$ cat src/rtl/scan_seq_pkg.sv
// Shared widths, channel codes, mode codes and per-mode ordering rules
// for the conversion scan sequencer.
package scan_seq_pkg;
    localparam int CHAN_W     = 3;
    localparam int NUM_SLOTS  = 4;
    localparam int SLOT_IDX_W = $clog2(NUM_SLOTS);
    localparam int MODE_W     = 3;
    localparam int AUX_N      = 3;

    typedef enum logic [CHAN_W-1:0] {
        CH_X    = 3'd0,
        CH_Y    = 3'd1,
        CH_Z1   = 3'd2,
        CH_Z2   = 3'd3,
        CH_BAT  = 3'd4,
        CH_AUX1 = 3'd5,
        CH_AUX2 = 3'd6,
        CH_TEMP = 3'd7
    } chan_e;

    localparam logic [MODE_W-1:0] MODE_XY   = 3'd0;
    localparam logic [MODE_W-1:0] MODE_XYZZ = 3'd1;
    localparam logic [MODE_W-1:0] MODE_ZZ   = 3'd2;
    localparam logic [MODE_W-1:0] MODE_AUTO = 3'd3;
    localparam logic [MODE_W-1:0] MODE_PORT = 3'd4;

    // Channel held in a given slot of a mode's fixed sequence.
    function automatic chan_e slot_chan(input logic [MODE_W-1:0] mode,
                                        input logic [SLOT_IDX_W-1:0] idx);
        chan_e ch;
        ch = CH_X;
        case (mode)
            MODE_XY, MODE_XYZZ: begin
                case (idx)
                    2'd0:    ch = CH_Y;
                    2'd1:    ch = CH_X;
                    2'd2:    ch = CH_Z1;
                    default: ch = CH_Z2;
                endcase
            end
            MODE_ZZ:   ch = (idx == 2'd0) ? CH_Z1 : CH_Z2;
            MODE_AUTO: begin
                case (idx)
                    2'd0:    ch = CH_AUX1;
                    2'd1:    ch = CH_AUX2;
                    default: ch = CH_TEMP;
                endcase
            end
            MODE_PORT: begin
                case (idx)
                    2'd0:    ch = CH_BAT;
                    2'd1:    ch = CH_AUX1;
                    default: ch = CH_AUX2;
                endcase
            end
            default:   ch = CH_X;
        endcase
        return ch;
    endfunction

    // Set of slots a mode visits; the auxiliary scan takes its enables.
    function automatic logic [NUM_SLOTS-1:0] slot_mask(input logic [MODE_W-1:0] mode,
                                                       input logic [AUX_N-1:0] aux);
        logic [NUM_SLOTS-1:0] m;
        case (mode)
            MODE_XY:   m = 4'b0011;
            MODE_XYZZ: m = 4'b1111;
            MODE_ZZ:   m = 4'b0011;
            MODE_AUTO: m = {1'b0, aux};
            MODE_PORT: m = 4'b0111;
            default:   m = 4'b0000;
        endcase
        return m;
    endfunction

    // Class tag: second member of each pair and the odd auxiliaries.
    function automatic logic chan_tag(input chan_e ch);
        logic t;
        case (ch)
            CH_Y, CH_Z2, CH_AUX1, CH_TEMP: t = 1'b1;
            default:                       t = 1'b0;
        endcase
        return t;
    endfunction
endpackage

$ cat src/rtl/scan_order_map.sv
// Order map: translates the latched mode and slot pointer into the channel
// code, and the requested mode plus enables into the set of slots to visit.
// Assumes mode codes outside the defined set mean an empty scan.
module scan_order_map
    import scan_seq_pkg::*;
(
    input  logic [MODE_W-1:0]     cur_mode_i,
    input  logic [SLOT_IDX_W-1:0] cur_slot_i,
    input  logic [MODE_W-1:0]     req_mode_i,
    input  logic [AUX_N-1:0]      req_aux_i,
    output chan_e                 cur_chan_o,
    output logic [NUM_SLOTS-1:0]  req_mask_o
);
    // Purely combinational lookups into the package ordering rules.
    always_comb begin
        cur_chan_o = slot_chan(cur_mode_i, cur_slot_i);
        req_mask_o = slot_mask(req_mode_i, req_aux_i);
    end
endmodule

$ cat src/rtl/scan_slot_picker.sv
// Slot picker: finds the lowest set bit of a slot mask, which gives the
// next channel in sequence order. Assumes lower slots convert first.
module scan_slot_picker #(
    parameter int N  = 4,
    localparam int IW = (N > 1) ? $clog2(N) : 1
) (
    input  logic [N-1:0]  pend_i,
    output logic          any_o,
    output logic [IW-1:0] idx_o
);
    // Priority search, scanning down so the lowest set bit wins.
    always_comb begin
        any_o = |pend_i;
        idx_o = '0;
        for (int i = N - 1; i >= 0; i--) begin
            if (pend_i[i]) idx_o = IW'(i);
        end
    end
endmodule

$ cat src/rtl/scan_avail_flags.sv
// Sticky availability flags: each flag sets on its strobe and clears on a
// shared read strobe; a set on the same edge as a clear wins.
module scan_avail_flags #(
    parameter int N = 2
) (
    input  logic         clk,
    input  logic         rst_n,
    input  logic [N-1:0] set_i,
    input  logic         clr_i,
    output logic [N-1:0] flag_o
);
    for (genvar g = 0; g < N; g++) begin : g_flag
        // One sticky bit: set has priority over the read clear.
        always_ff @(posedge clk) begin
            if (!rst_n)         flag_o[g] <= 1'b0;
            else if (set_i[g])  flag_o[g] <= 1'b1;
            else if (clr_i)     flag_o[g] <= 1'b0;
        end
    end
endmodule

$ cat src/rtl/scan_sequencer.sv
// Conversion scan sequencer top. On an accepted start it latches the mode
// and the set of slots to visit, then issues one convert-start per slot and
// waits for the converter's done strobe. Each done produces one tagged
// result. Assumes the converter never reports done in the cycle its start
// strobe is high; such a strobe is ignored.
module scan_sequencer
    import scan_seq_pkg::*;
#(
    parameter int DATA_W = 12
) (
    input  logic              clk,
    input  logic              rst_n,
    input  logic              start_i,
    input  logic [MODE_W-1:0] scan_mode_i,
    input  logic [AUX_N-1:0]  aux_en_i,
    input  logic              conv_done_i,
    input  logic [DATA_W-1:0] conv_data_i,
    input  logic              status_rd_i,
    output logic [CHAN_W-1:0] chan_sel_o,
    output logic              conv_start_o,
    output logic              res_valid_o,
    output logic              res_id_o,
    output logic [DATA_W-1:0] res_data_o,
    output logic              busy_o,
    output logic              x_avail_o,
    output logic              y_avail_o
);
    localparam int FLAG_N = 2;

    logic                  busy_q;
    logic                  start_q;
    logic                  valid_q;
    logic                  tag_q;
    logic [DATA_W-1:0]     data_q;
    logic [MODE_W-1:0]     mode_q;
    logic [NUM_SLOTS-1:0]  left_q;
    logic [SLOT_IDX_W-1:0] slot_q;

    chan_e                 cur_chan;
    logic [NUM_SLOTS-1:0]  req_mask;
    logic [NUM_SLOTS-1:0]  rest_mask;
    logic [NUM_SLOTS-1:0]  pick_in;
    logic                  pick_any;
    logic [SLOT_IDX_W-1:0] pick_idx;
    logic                  take_start;
    logic                  take_done;
    logic [FLAG_N-1:0]     flag_set;
    logic [FLAG_N-1:0]     flags;

    scan_order_map u_map (
        .cur_mode_i (mode_q),
        .cur_slot_i (slot_q),
        .req_mode_i (scan_mode_i),
        .req_aux_i  (aux_en_i),
        .cur_chan_o (cur_chan),
        .req_mask_o (req_mask)
    );

    // Accept qualifiers and the mask left after the current slot.
    always_comb begin
        take_start = start_i && !busy_q;
        take_done  = conv_done_i && busy_q && !start_q;
        rest_mask  = left_q & ~(NUM_SLOTS'(1) << slot_q);
        pick_in    = busy_q ? rest_mask : req_mask;
    end

    scan_slot_picker #(.N(NUM_SLOTS)) u_pick (
        .pend_i (pick_in),
        .any_o  (pick_any),
        .idx_o  (pick_idx)
    );

    // Scan control: latch on start, advance or finish on each done.
    always_ff @(posedge clk) begin
        if (!rst_n) begin
            busy_q  <= 1'b0;
            start_q <= 1'b0;
            valid_q <= 1'b0;
            tag_q   <= 1'b0;
            data_q  <= '0;
            mode_q  <= MODE_XY;
            left_q  <= '0;
            slot_q  <= '0;
        end else begin
            start_q <= 1'b0;
            valid_q <= 1'b0;
            if (take_start) begin
                mode_q <= scan_mode_i;
                left_q <= req_mask;
                if (pick_any) begin
                    busy_q  <= 1'b1;
                    slot_q  <= pick_idx;
                    start_q <= 1'b1;
                end
            end else if (take_done) begin
                valid_q <= 1'b1;
                data_q  <= conv_data_i;
                tag_q   <= chan_tag(cur_chan);
                left_q  <= rest_mask;
                if (pick_any) begin
                    slot_q  <= pick_idx;
                    start_q <= 1'b1;
                end else begin
                    busy_q <= 1'b0;
                end
            end
        end
    end

    // Flag set strobes: bit 0 for an X result, bit 1 for a Y result.
    always_comb begin
        flag_set[0] = take_done && (cur_chan == CH_X);
        flag_set[1] = take_done && (cur_chan == CH_Y);
    end

    scan_avail_flags #(.N(FLAG_N)) u_flags (
        .clk    (clk),
        .rst_n  (rst_n),
        .set_i  (flag_set),
        .clr_i  (status_rd_i),
        .flag_o (flags)
    );

    // Output wiring.
    always_comb begin
        chan_sel_o   = cur_chan;
        conv_start_o = start_q;
        res_valid_o  = valid_q;
        res_id_o     = tag_q;
        res_data_o   = data_q;
        busy_o       = busy_q;
        x_avail_o    = flags[0];
        y_avail_o    = flags[1];
    end
endmodule

$ cat config.mk
export PLATFORM = sky130hd
export DESIGN_NAME = scan_sequencer
export DESIGN_NICKNAME = d
export VERILOG_FILES = /design/src/rtl/scan_seq_pkg.sv /design/src/rtl/scan_order_map.sv /design/src/rtl/scan_slot_picker.sv /design/src/rtl/scan_avail_flags.sv /design/src/rtl/scan_sequencer.sv
export SDC_FILE = /design/constraint.sdc
export NUM_CORES = 1
export LEC_CHECK = 0
export ABC_AREA = 0
export BUFFER_PORTS_ARGS = -buffer_cell sky130_fd_sc_hd__buf_2
export CORE_ASPECT_RATIO = 0.9
export CORE_MARGIN = 2
export CORE_UTILIZATION = 44
export CTS_CLUSTER_SIZE = 25
export DETAILED_ROUTE_END_ITERATION = 8
export PLACE_DENSITY_LB_ADDON = 0.08
export SYNTH_ARGS = -nofsm -noshare
export SYNTH_HDL_FRONTEND = slang
export SYNTH_SLANG_ARGS = --single-unit
$ cat constraint.sdc
create_clock -name clk -period 1.6 [get_ports clk]
set_input_delay 0.32 -clock clk [delete_from_list [all_inputs] [get_ports clk]]
set_output_delay 0.32 -clock clk [all_outputs]
set_load 0.03 [all_outputs]
==> results.md <==
Clocking:
- Counting the buffers created by CTS gives 3.
- The number of levels the H-tree was split into is 1.
- At the later pin of the worst-skew pair, clock insertion delay measures 0.32 ns.
- The clock transition at the registers of the reported paths is 0.14 ns.
- The number of sinks handled by clock tree synthesis is 27.
- The cell sitting at the root of the clock tree is a sky130_fd_sc_hd__clkbuf_4.
- The clock tree from TritonCTS is built.
- The clock passes through at most 2 buffers.

STA:
- The transition at the pin with the smallest max-transition slack is 0.4093 ns.
- On the final layout, the worst clock skew is 0.002644 ns.
- Setup repair after global routing could not meet its margin everywhere.
- The number of hold violations in the final report was 0.
- The final worst-path cycle share is 1.184.
- The maximum frequency from static timing analysis is 527.7 MHz.
- Subtracting the final worst setup slack from the clock period gives 1.895 ns.
- The total count of max-transition violations in the final report is 0.
- In the post-route analysis, the smallest setup slack over all paths is -0.2949 ns.
- The worst slew slack as a fraction of its limit is 0.7268.
- Setup violations remaining at the end of the flow were counted as 3.

GRT:
- Entering global routing, the biggest net connects 15 pins.
- The number of antenna violations at the first check in global routing was 0.
- For this run, the total global-route usage over all layers was measured as 0.1989.
- The wire length of the first global-routing pass is 5368 um.
- Summed over all layers, the global routing overflow is 0.
- The via count of the first global-routing pass is 1247.

Final layout:
- For this run, the share of the core covered by cells in the final layout is 0.6546.
- The layout overhead on the synthesized area is 39.28%.
- The repair_antennas step left the layout with diodes totalling 0.
- The final-layout fill cell count is 261.
- The number of standard cells in the layout, taps in and fillers out is 261.
- The final net count is 249.
- In the final layout, the share of cells above drive strength 1 is 0.4118.

Worst setup path:
- STA classifies the critical path endpoint as an output pin.
- The signal on the critical path passes through inv_4, ha_4, nor4_4, a21oi_2, a2bb2o_4, buf_6.
- The worst register-to-register path ends at slot_q[0].
- The startpoint-to-endpoint class of the critical path is register to output pin.
- Together, buffers and inverters on the worst path number 2.
- Of all nets on the critical path, the largest fanout is 4.
- For this run, the slowest stage of the critical path takes 0.41 ns.
- The cell count of the worst reg-to-reg path is 9.
- The required time reported for the critical path endpoint is 1.28 ns.
- STA classifies the critical path startpoint as a register.
- In this run the critical register-to-register path is launched from slot_q[1].
- The worst endpoint data arrival time is 1.57 ns.
- On the critical path, the stage with the largest delay is an instance of sky130_fd_sc_hd__dfxtp_4.
- On the critical path the largest part of the delay comes from flip-flops.
- The setup slack of the most critical reg-to-reg path is -0.01 ns.

Synth:
- For this run, the register share of the synthesized area comes to 0.4118.
- In the synthesized netlist the dominant register cell turns out to be sky130_fd_sc_hd__dfxtp_1.
- The netlist uses 39 different library cells.
- The synthesized design contains 0 enable-type register cells.
- Averaged over all synthesized cells, the footprint is 7.859 um^2.
- By area the synthesized netlist is led by sky130_fd_sc_hd__dfxtp_1, sky130_fd_sc_hd__nand2_1, sky130_fd_sc_hd__a21oi_1.
- Yosys printed 0 warnings.
- Summing every instance area after synthesis gives 1313 um^2.
- The async set or reset register ratio after synthesis is 0.
- Of all cell types, the one taking the most synthesized area is sky130_fd_sc_hd__dfxtp_1.
- The gate count after technology mapping is 167.
- The share of the synthesized area in the top cell type is 0.4118.
- The post-synthesis sequential element count is 27.
- When the netlist entered floorplanning its net count stood at 194.

Power:
- The peak ir drop on the vdd network is 0.5481 mV.
- In this run the static leakage power is 0.7688 nW.
- The total power per unit cell area is 799.2 nW/um^2.

Placement:
- Port buffering added 43 buffers.
- The setup slack at placement is -0.1613 ns.
- At the end of routability-driven placement, the weighted congestion stood at 0.7782.
- The cell count after placement is 255.
- Detailed placement ended at an HPWL of 2377 um.

Drt:
- Dividing the detail-routed wire length by the instance count gives 12.69 um.
- In this run the remaining antenna-violating nets after routing total 0.
- The total wire length is 3311 um.
- The first detailed-routing pass took 5 iterations.
- For this run, design rule violations remaining after detail routing come to 0.
- In the routed layout, each cell is associated on average with a via count of 5.149.
- After the first detailed-routing iteration, the DRC count stood at 82.
- The detailed router placed 1344 vias in this run.

Min path:
- The worst hold path terminates at res_data_o[7].
- The launch point of the worst hold path is conv_data_i[7].
- The number of cells on the worst hold path is 3.
- The class of the tightest hold or removal check is primary input to register.

Status:
- The checks that failed: negative setup slack.
- The run finished, with violations left.

Floorplanning:
- The die height is 55.82 um.
- In this run the horizontal extent of the chip is 61.57 um.
- The number of top-level design ports is 44.
- The full die area is 3437 um^2.
- The initial utilization of the core area, before any placement, comes to 0.4700.
- The core region area is 2793 um^2.
- The floorplan has 18 rows.

Job:
- Max-cap violations in this run came to 0.
[metal layers]
layer  global-route usage  up-vias  wire, um
li1                     -      673         -
met3              0.04186        6       192
met2               0.3263       47      1563
met1               0.2669      618      1524
met5                    0        -         0
met4              0.03647        0        31
[through the flow]
step | hold WS, ns | total power, W | TNS (ns) | instance area, um^2
after floorplan | 0.4484 | 0.0009878 | -0.003686 | 1321
after global placement | 0.4371 | 0.001102 | -0.07197 | 1637
after detailed placement | 0.4445 | 0.001110 | -0.2552 | 1637
after CTS | 0.2013 | 0.001442 | -0.6467 | 1743
after global routing | 0.1886 | 0.001547 | -0.7997 | 1828
final | 0.2144 | 0.001461 | -0.5553 | 1828
[sequential cells by signal, summed over array words and instances (netlist names)]
register        flops
left_q              4
slot_q              2
res_id_o            1
res_valid_o         1
res_data_o         12
mode_q              3
u_flags.flag_o      2
busy_o              1
conv_start_o        1
[kinds of logic after synthesis]
| family | after synthesis | share of synthesized area |
|---|---|---|
| simple gates | 72 | 0.2622 |
| compound gates | 45 | 0.2126 |
| flops | 27 | 0.4118 |
| buf+inv | 18 | 0.06768 |
| fa+ha+maj | 4 | 0.03813 |
| mux | 1 | 0.007627 |
[cell usage after synthesis, drive strengths merged, types with 2 or more instances]
master	number
dfxtp	27
nand3b	2
nor3	3
nor2b	3
nand2b	5
a21oi	19
a221oi	2
nand2	41
buf	5
nor2	11
nand3	2
a31oi	3
inv	9
ha	4
nor3b	2
clkbuf	4
o21ai	11
[area by class of cell]
type                            instances  area (um^2)  area share
Multi-Input combinational cell        122        802.0      0.4387
Sequential cell                        27        553.0      0.3025
Timing Repair Buffer                   59        357.8      0.1958
Tap cell                               40        50.05     0.02738
Inverter                                9        38.79     0.02122
Clock buffer                            4        26.28     0.01437
[power by group]
part / switching [W] / total [W] / internal, W
clock: 0.000197 / 0.000295 / 0.0000976
combinational: 0.000240 / 0.000431 / 0.000191
sequential: 0.0000289 / 0.000735 / 0.000706
total: 0.000466 / 0.00146 / 0.000995
[cells in the final DEF, fill, tap and decap left out, drive strengths merged]
cell / n
a31oi: 3
a221oi: 2
a22o: 1
a2bb2o: 1
inv: 9
nor2: 11
a32oi: 1
nand2b: 5
dfxtp: 27
o21ai: 11
nand3b: 2
or2: 1
o32ai: 1
or4: 1
nor3b: 2
o21a: 1
nand3: 2
o211ai: 1
buf: 59
o22ai: 1
clkbuf: 4
a21oi: 19
nand2: 41
o22a: 1
mux2i: 1
ha: 4
a2bb2oi: 1
nor2b: 3
nor4: 1
a211oi: 1
nor3: 3
[worst max path at each step]
stage                     cells after the start           endpoint  startpoint
after floorplan                               7  u_flags.flag_o[0]   slot_q[0]
after global placement                        6      chan_sel_o[1]   slot_q[0]
after detailed placement                      6      chan_sel_o[1]   slot_q[0]
after CTS                                     5      chan_sel_o[0]   slot_q[0]
after global routing                          6      chan_sel_o[1]   slot_q[0]
final                                         6      chan_sel_o[1]   slot_q[0]
[tightest hold or removal path: stages]
cell,delay [ns]
sky130_fd_sc_hd__buf_2,0.10
sky130_fd_sc_hd__nand2_1,0.04
sky130_fd_sc_hd__a21oi_1,0.05
[what timing repair did]
action,CTS,global route
resized for setup,20,20
pin swaps,2,5
hold buffers,0,0
hold endpoints to repair,0,0
endpoints found under the setup margin,6,8
setup buffers,1,1
No activity file was read; power rests on OpenSTA's default activity.
